## src/rtl/win_offset_bank.sv

```systemverilog
module win_offset_bank #(
  parameter int DW = 32,
  parameter int AW = 8,
  parameter int NREG = 4,
  parameter int OFS_LSB = 14,
  parameter int FINE_LSB = 16,
  parameter logic [7:0] BASE = 8'h60
) (
  input  logic          clk,
  input  logic          rst_n,
  input  logic          reg_wr,
  input  logic          reg_rd,
  input  logic [AW-1:0] reg_addr,
  input  logic [DW-1:0] reg_wdata,
  output logic [DW-1:0] rd_data,
  output logic          rd_valid,
  input  logic          auto_upd,
  input  logic          buf_get_ok,
  input  logic [DW-1:0] buf_get_addr,
  input  logic          rxq_deq_ok,
  input  logic [DW-1:0] rxq_deq_addr,
  input  logic [1:0]    win_sel,
  input  logic [NREG-1:0] win_en,
  input  logic [NREG-1:0] win_fine,
  input  logic [DW-1:0] bus_addr,
  output logic [DW-1:0] int_addr,
  output logic          wr_collision
);
  localparam int OW = DW - OFS_LSB;
  localparam logic [DW-1:0] COARSE_MASK = ~((DW'(1) << FINE_LSB) - DW'(1));

  logic [OW-1:0] ofs [NREG];

  logic [AW-1:0] rel;
  logic          hit;
  logic [1:0]    idx;
  logic [NREG-1:0] hw_ld;
  logic [OW-1:0] hw_val [NREG];
  logic          collide;

  assign rel = reg_addr - BASE[AW-1:0];
  assign hit = (rel[1:0] == 2'b00) && (32'(rel[AW-1:2]) < NREG);
  assign idx = rel[3:2];

  always_comb begin
    for (int i = 0; i < NREG; i++) begin
      hw_ld[i]  = 1'b0;
      hw_val[i] = '0;
    end
    hw_ld[0]  = auto_upd && buf_get_ok;
    hw_val[0] = buf_get_addr[DW-1:OFS_LSB];
    hw_ld[1]  = auto_upd && rxq_deq_ok;
    hw_val[1] = rxq_deq_addr[DW-1:OFS_LSB];
  end

  assign collide = reg_wr && hit && hw_ld[idx];

  always_ff @(posedge clk) begin
    if (!rst_n) begin
      for (int i = 0; i < NREG; i++) ofs[i] <= '0;
      rd_data      <= '0;
      rd_valid     <= 1'b0;
      wr_collision <= 1'b0;
    end else begin
      rd_valid <= reg_rd;
      if (reg_rd) rd_data <= hit ? {ofs[idx], {OFS_LSB{1'b0}}} : '0;
      for (int i = 0; i < NREG; i++) begin
        if (hw_ld[i]) ofs[i] <= hw_val[i];
        else if (reg_wr && hit && idx == 2'(i)) ofs[i] <= reg_wdata[DW-1:OFS_LSB];
      end
      if (collide) wr_collision <= 1'b1;
    end
  end

  logic [DW-1:0] sel_ofs;
  assign sel_ofs  = {ofs[win_sel], {OFS_LSB{1'b0}}} & (win_fine[win_sel] ? {DW{1'b1}} : COARSE_MASK);
  assign int_addr = win_en[win_sel] ? bus_addr + sel_ofs : bus_addr;

  assert_rvalid_follows_R2: assert property (@(posedge clk) disable iff (!rst_n)
    reg_rd |=> rd_valid);
  assert_rvalid_pulse_R2: assert property (@(posedge clk) disable iff (!rst_n)
    !reg_rd |=> !rd_valid);
  assert_low_bits_zero_R3: assert property (@(posedge clk) disable iff (!rst_n)
    rd_valid |-> rd_data[OFS_LSB-1:0] == '0);
  assert_passthrough_R7: assert property (@(posedge clk) disable iff (!rst_n)
    !win_en[win_sel] |-> int_addr == bus_addr);
  assert_buf_load_R8: assert property (@(posedge clk) disable iff (!rst_n)
    (auto_upd && buf_get_ok) |=> ofs[0] == $past(buf_get_addr[DW-1:OFS_LSB]));
  assert_deq_load_R9: assert property (@(posedge clk) disable iff (!rst_n)
    (auto_upd && rxq_deq_ok) |=> ofs[1] == $past(rxq_deq_addr[DW-1:OFS_LSB]));
  assert_collision_sticky_R10: assert property (@(posedge clk) disable iff (!rst_n)
    wr_collision |=> wr_collision);
endmodule

```

## config.mk

```make
export PLATFORM = sky130hd
export DESIGN_NAME = win_offset_bank
export DESIGN_NICKNAME = d
export VERILOG_FILES = /design/src/rtl/win_offset_bank.sv
export SDC_FILE = /design/constraint.sdc
export NUM_CORES = 1
export LEC_CHECK = 0
export BUFFER_PORTS_ARGS = -buffer_cell sky130_fd_sc_hd__buf_2
export CORE_UTILIZATION = 53
export CTS_BUF_LIST = sky130_fd_sc_hd__clkbuf_16
export DETAILED_ROUTE_END_ITERATION = 10
export PLACE_DENSITY = 0.88
export SLEW_MARGIN = 40
export SYNTH_ARGS = -nofsm -noshare
export SYNTH_HDL_FRONTEND = slang
export SYNTH_SLANG_ARGS = --single-unit
```

## constraint.sdc

```tcl
create_clock -name clk -period 6.54 [get_ports clk]
set_input_delay 0.981 -clock clk [delete_from_list [all_inputs] [get_ports clk]]
set_output_delay 0.981 -clock clk [all_outputs]
set_load 0.02 [all_outputs]
```

==> out/metrics.cfg <==
[clocking]
clock_sinks = 92
post-cts-setup-buffers = 0
hold_buffers = 0
cts_buffer_depth = 2
cts_root_buf = clkbuf_16
cts-htree-levels = 3
cts_resized = 0
cts_buffers = 9
cts_tree = done
insertion_delay_ns = 0.34
clk_pin_slew_worst_paths_ns = 0.06

[sta]
finalSetupTns_ns = 0
fin_skew_ns = 0.00567
tightest_slew_ns = 0.851
slew_headroom_pct = 43.3
period_share_pct = 82.4
fin_crit_ns = 5.39
timing.final.ws_setup_ns = 1.15
finalSetupViolCount = 0
fmax_ghz = 0.186
rsz0062_at_grt = no
slew_violations = 0
hold_violations = 0

[global_route]
grt_pass1_vias = 4679
grt_usage_pct = 27.2
grt_max_degree = 29
grt_use_met2_pct = 45.2
antenna_found_initial = 0
use_met1_pct = 32.3
grtUsageMet3_pct = 5.21
grt_pass1_wl_mm = 23.2
gr-max-usage-layer = met2
gr-total-overflow = 0

[die]
die_area_mm2 = 0.0116
core-area_mm2 = 0.0109
die_w_um = 108
die_h_um = 108
initial_utilization_pct = 54.5
core.rowCount = 38
ios = 219

[synth]
synth_edf_count = 72
synth_warnings = 0
ys_seq_area_share_pct = 43.2
syn-cell-area_mm2 = 0.00593
syn_inst = 522
async_reset_ff_share_pct = 0
synth_area_per_cell_um2 = 11.4
ys.flop_type = edfxtp_1
yosysUniqueCellTypes = 56
ys_ff_latch = 92

[worst_setup_path]
arrival_ns = 4.41
critPathRequiredTime_ns = 5.56
crit_path_start_kind = primary input
critPathKind = primary input to output pin
crit_fanout = 21
cp-end-kind = output pin

[job]
cap_viol_max_count = 0

[finish]
final_common_cell = buf_2
fin_nets = 798
regArea_mm2 = 0.00256
multiInputGateArea_mm2 = 0.00294
mostFrequentLayoutCells = buf_2 (133), edfxtp_1 (72), and2_1 (58)
fillers = 830
diodes = 0
fin_area_mm2 = 0.00681
drive_gt1_share_pct = 31.5
area_delta_synth_final_pct = 14.8

[place]
place_ws_ns = 1.20
postPlaceCellArea_mm2 = 0.00652
io_buffer_count = 134
dp_hpwl_mm = 11.0
gp_congestion = 0.871

[power_and_ir_drop]
powerDensity_mw_per_mm2 = 227
combPwrFrac_pct = 24.6
fin_total_pwr_mw = 1.55
p_int_mw = 1.11
power_switching_mw = 0.439
seq_power_share_pct = 43.9
peakVddDrop_uv = 146
switching_share_pct = 28.3
pwr-share-clk_pct = 31.5
leakage_nw = 2.84

[route]
drt_iter0_markers = 578
avgViaCountPerCell = 6.19
wire_per_inst_um = 19.9
detail_route.first_pass.iterations = 5
finalWirelength_mm = 15.3
drc_errors = 0
via_count = 4773
detail-route-antenna-nets = 0

[hold_path]
hold_path_class = flop to flop

[outcome]
status = finished, final reports clean

==> flip-flops by register name, indices dropped and copies added (netlist names) <==
name / count
rd_valid: 1
rd_data: 18
wr_collision: 1
ofs: 72
==> power by group through the flow <==
stage	logic [mW]	registers [mW]	clock network, mW
3_3_place_gp	0.366	0.686	0
4_1_cts	0.379	0.679	0.488
5_1_grt	0.413	0.682	0.510
3_5_place_dp	0.377	0.691	0
6_report	0.381	0.680	0.488
2_1_floorplan	0.281	0.685	0
==> metal layers <==
| metal | up-vias | wire [um] |
|---|---|---|
| li1 | 2135 | - |
| met3 | 48 | 1470 |
| met2 | 306 | 7690 |
| met1 | 2284 | 5710 |
| met5 | - | 0 |
| met4 | 0 | 448 |
==> area by class of cell <==
class / instances / share of cell area (%)
multi-input cells: 345 / 43.1
flip-flops and latches: 92 / 37.6
repair buffers: 138 / 10.4
clock buffers: 9 / 3.31
well taps: 140 / 2.57
inverters: 40 / 2.21
clock inverters: 7 / 0.772
==> worst paths after layout <==
kind / from / end / slack (ns) / cells past startpoint
setup / recovery: win_sel[1] / int_addr[24] / 1.15 / 12
hold / removal: wr_collision / wr_collision / 0.52 / 2
setup reg to reg: ofs[3][6] / rd_data[20] / 5.19 / 4
hold reg to reg: wr_collision / wr_collision / 0.52 / 2
==> critical path, stage by stage <==
cell	delay, ns
buf_2	0.50
mux4_2	0.42
and2_1	0.18
ha_1	0.21
fa_1	0.44
a211oi_1	0.36
nor2_1	0.13
o221ai_1	0.44
o21ai_0	0.20
xnor2_1	0.16
o21ai_1	0.18
buf_2	0.20
==> metrics by stage <==
stage | hold slack, ns | instances | utilization [%]
global placement | 0.481 | 754 | 59.7
floorplan | 0.614 | 535 | -
finish | 0.517 | 771 | 62.5
detailed placement | 0.496 | 755 | 59.9
global route | 0.554 | 771 | 62.5
CTS | 0.509 | 771 | 62.5
==> cells in the mapped netlist, types with 3 or more instances <==
| library cell | n | area (um2) |
|---|---|---|
| xor2_1 | 7 | 61.3 |
| mux4_2 | 37 | 833 |
| clkbuf_1 | 12 | 45.0 |
| buf_1 | 3 | 11.3 |
| edfxtp_1 | 72 | 2160 |
| buf_4 | 29 | 218 |
| a22o_1 | 36 | 315 |
| o22ai_1 | 19 | 119 |
| nand4_1 | 5 | 31.3 |
| o21bai_1 | 4 | 30.0 |
| ha_1 | 18 | 225 |
| o21ai_0 | 18 | 90.1 |
| mux2i_1 | 3 | 30.0 |
| a211oi_1 | 4 | 30.0 |
| a21oi_1 | 14 | 70.1 |
| nor2_1 | 10 | 37.5 |
| mux2_2 | 3 | 33.8 |
| inv_1 | 40 | 150 |
| o21ai_1 | 5 | 25.0 |
| nand2_1 | 32 | 120 |
| xnor2_1 | 5 | 43.8 |
| buf_2 | 14 | 70.1 |
| and2_1 | 58 | 363 |
| a21o_1 | 5 | 37.5 |
| nand3_1 | 6 | 30.0 |
| dfxtp_1 | 20 | 400 |
==> cell families after synthesis <==
family	synth area share, %
muxes	15.1
AOI/OAI and AO/OA	15.1
buffers and inverters	8.33
adders and majority gates	4.14
and+or+nand+nor	12.3
DFF	43.2
other	0.0632
xor gates and xnor gates	1.77
(Power assumes the default switching activity.)
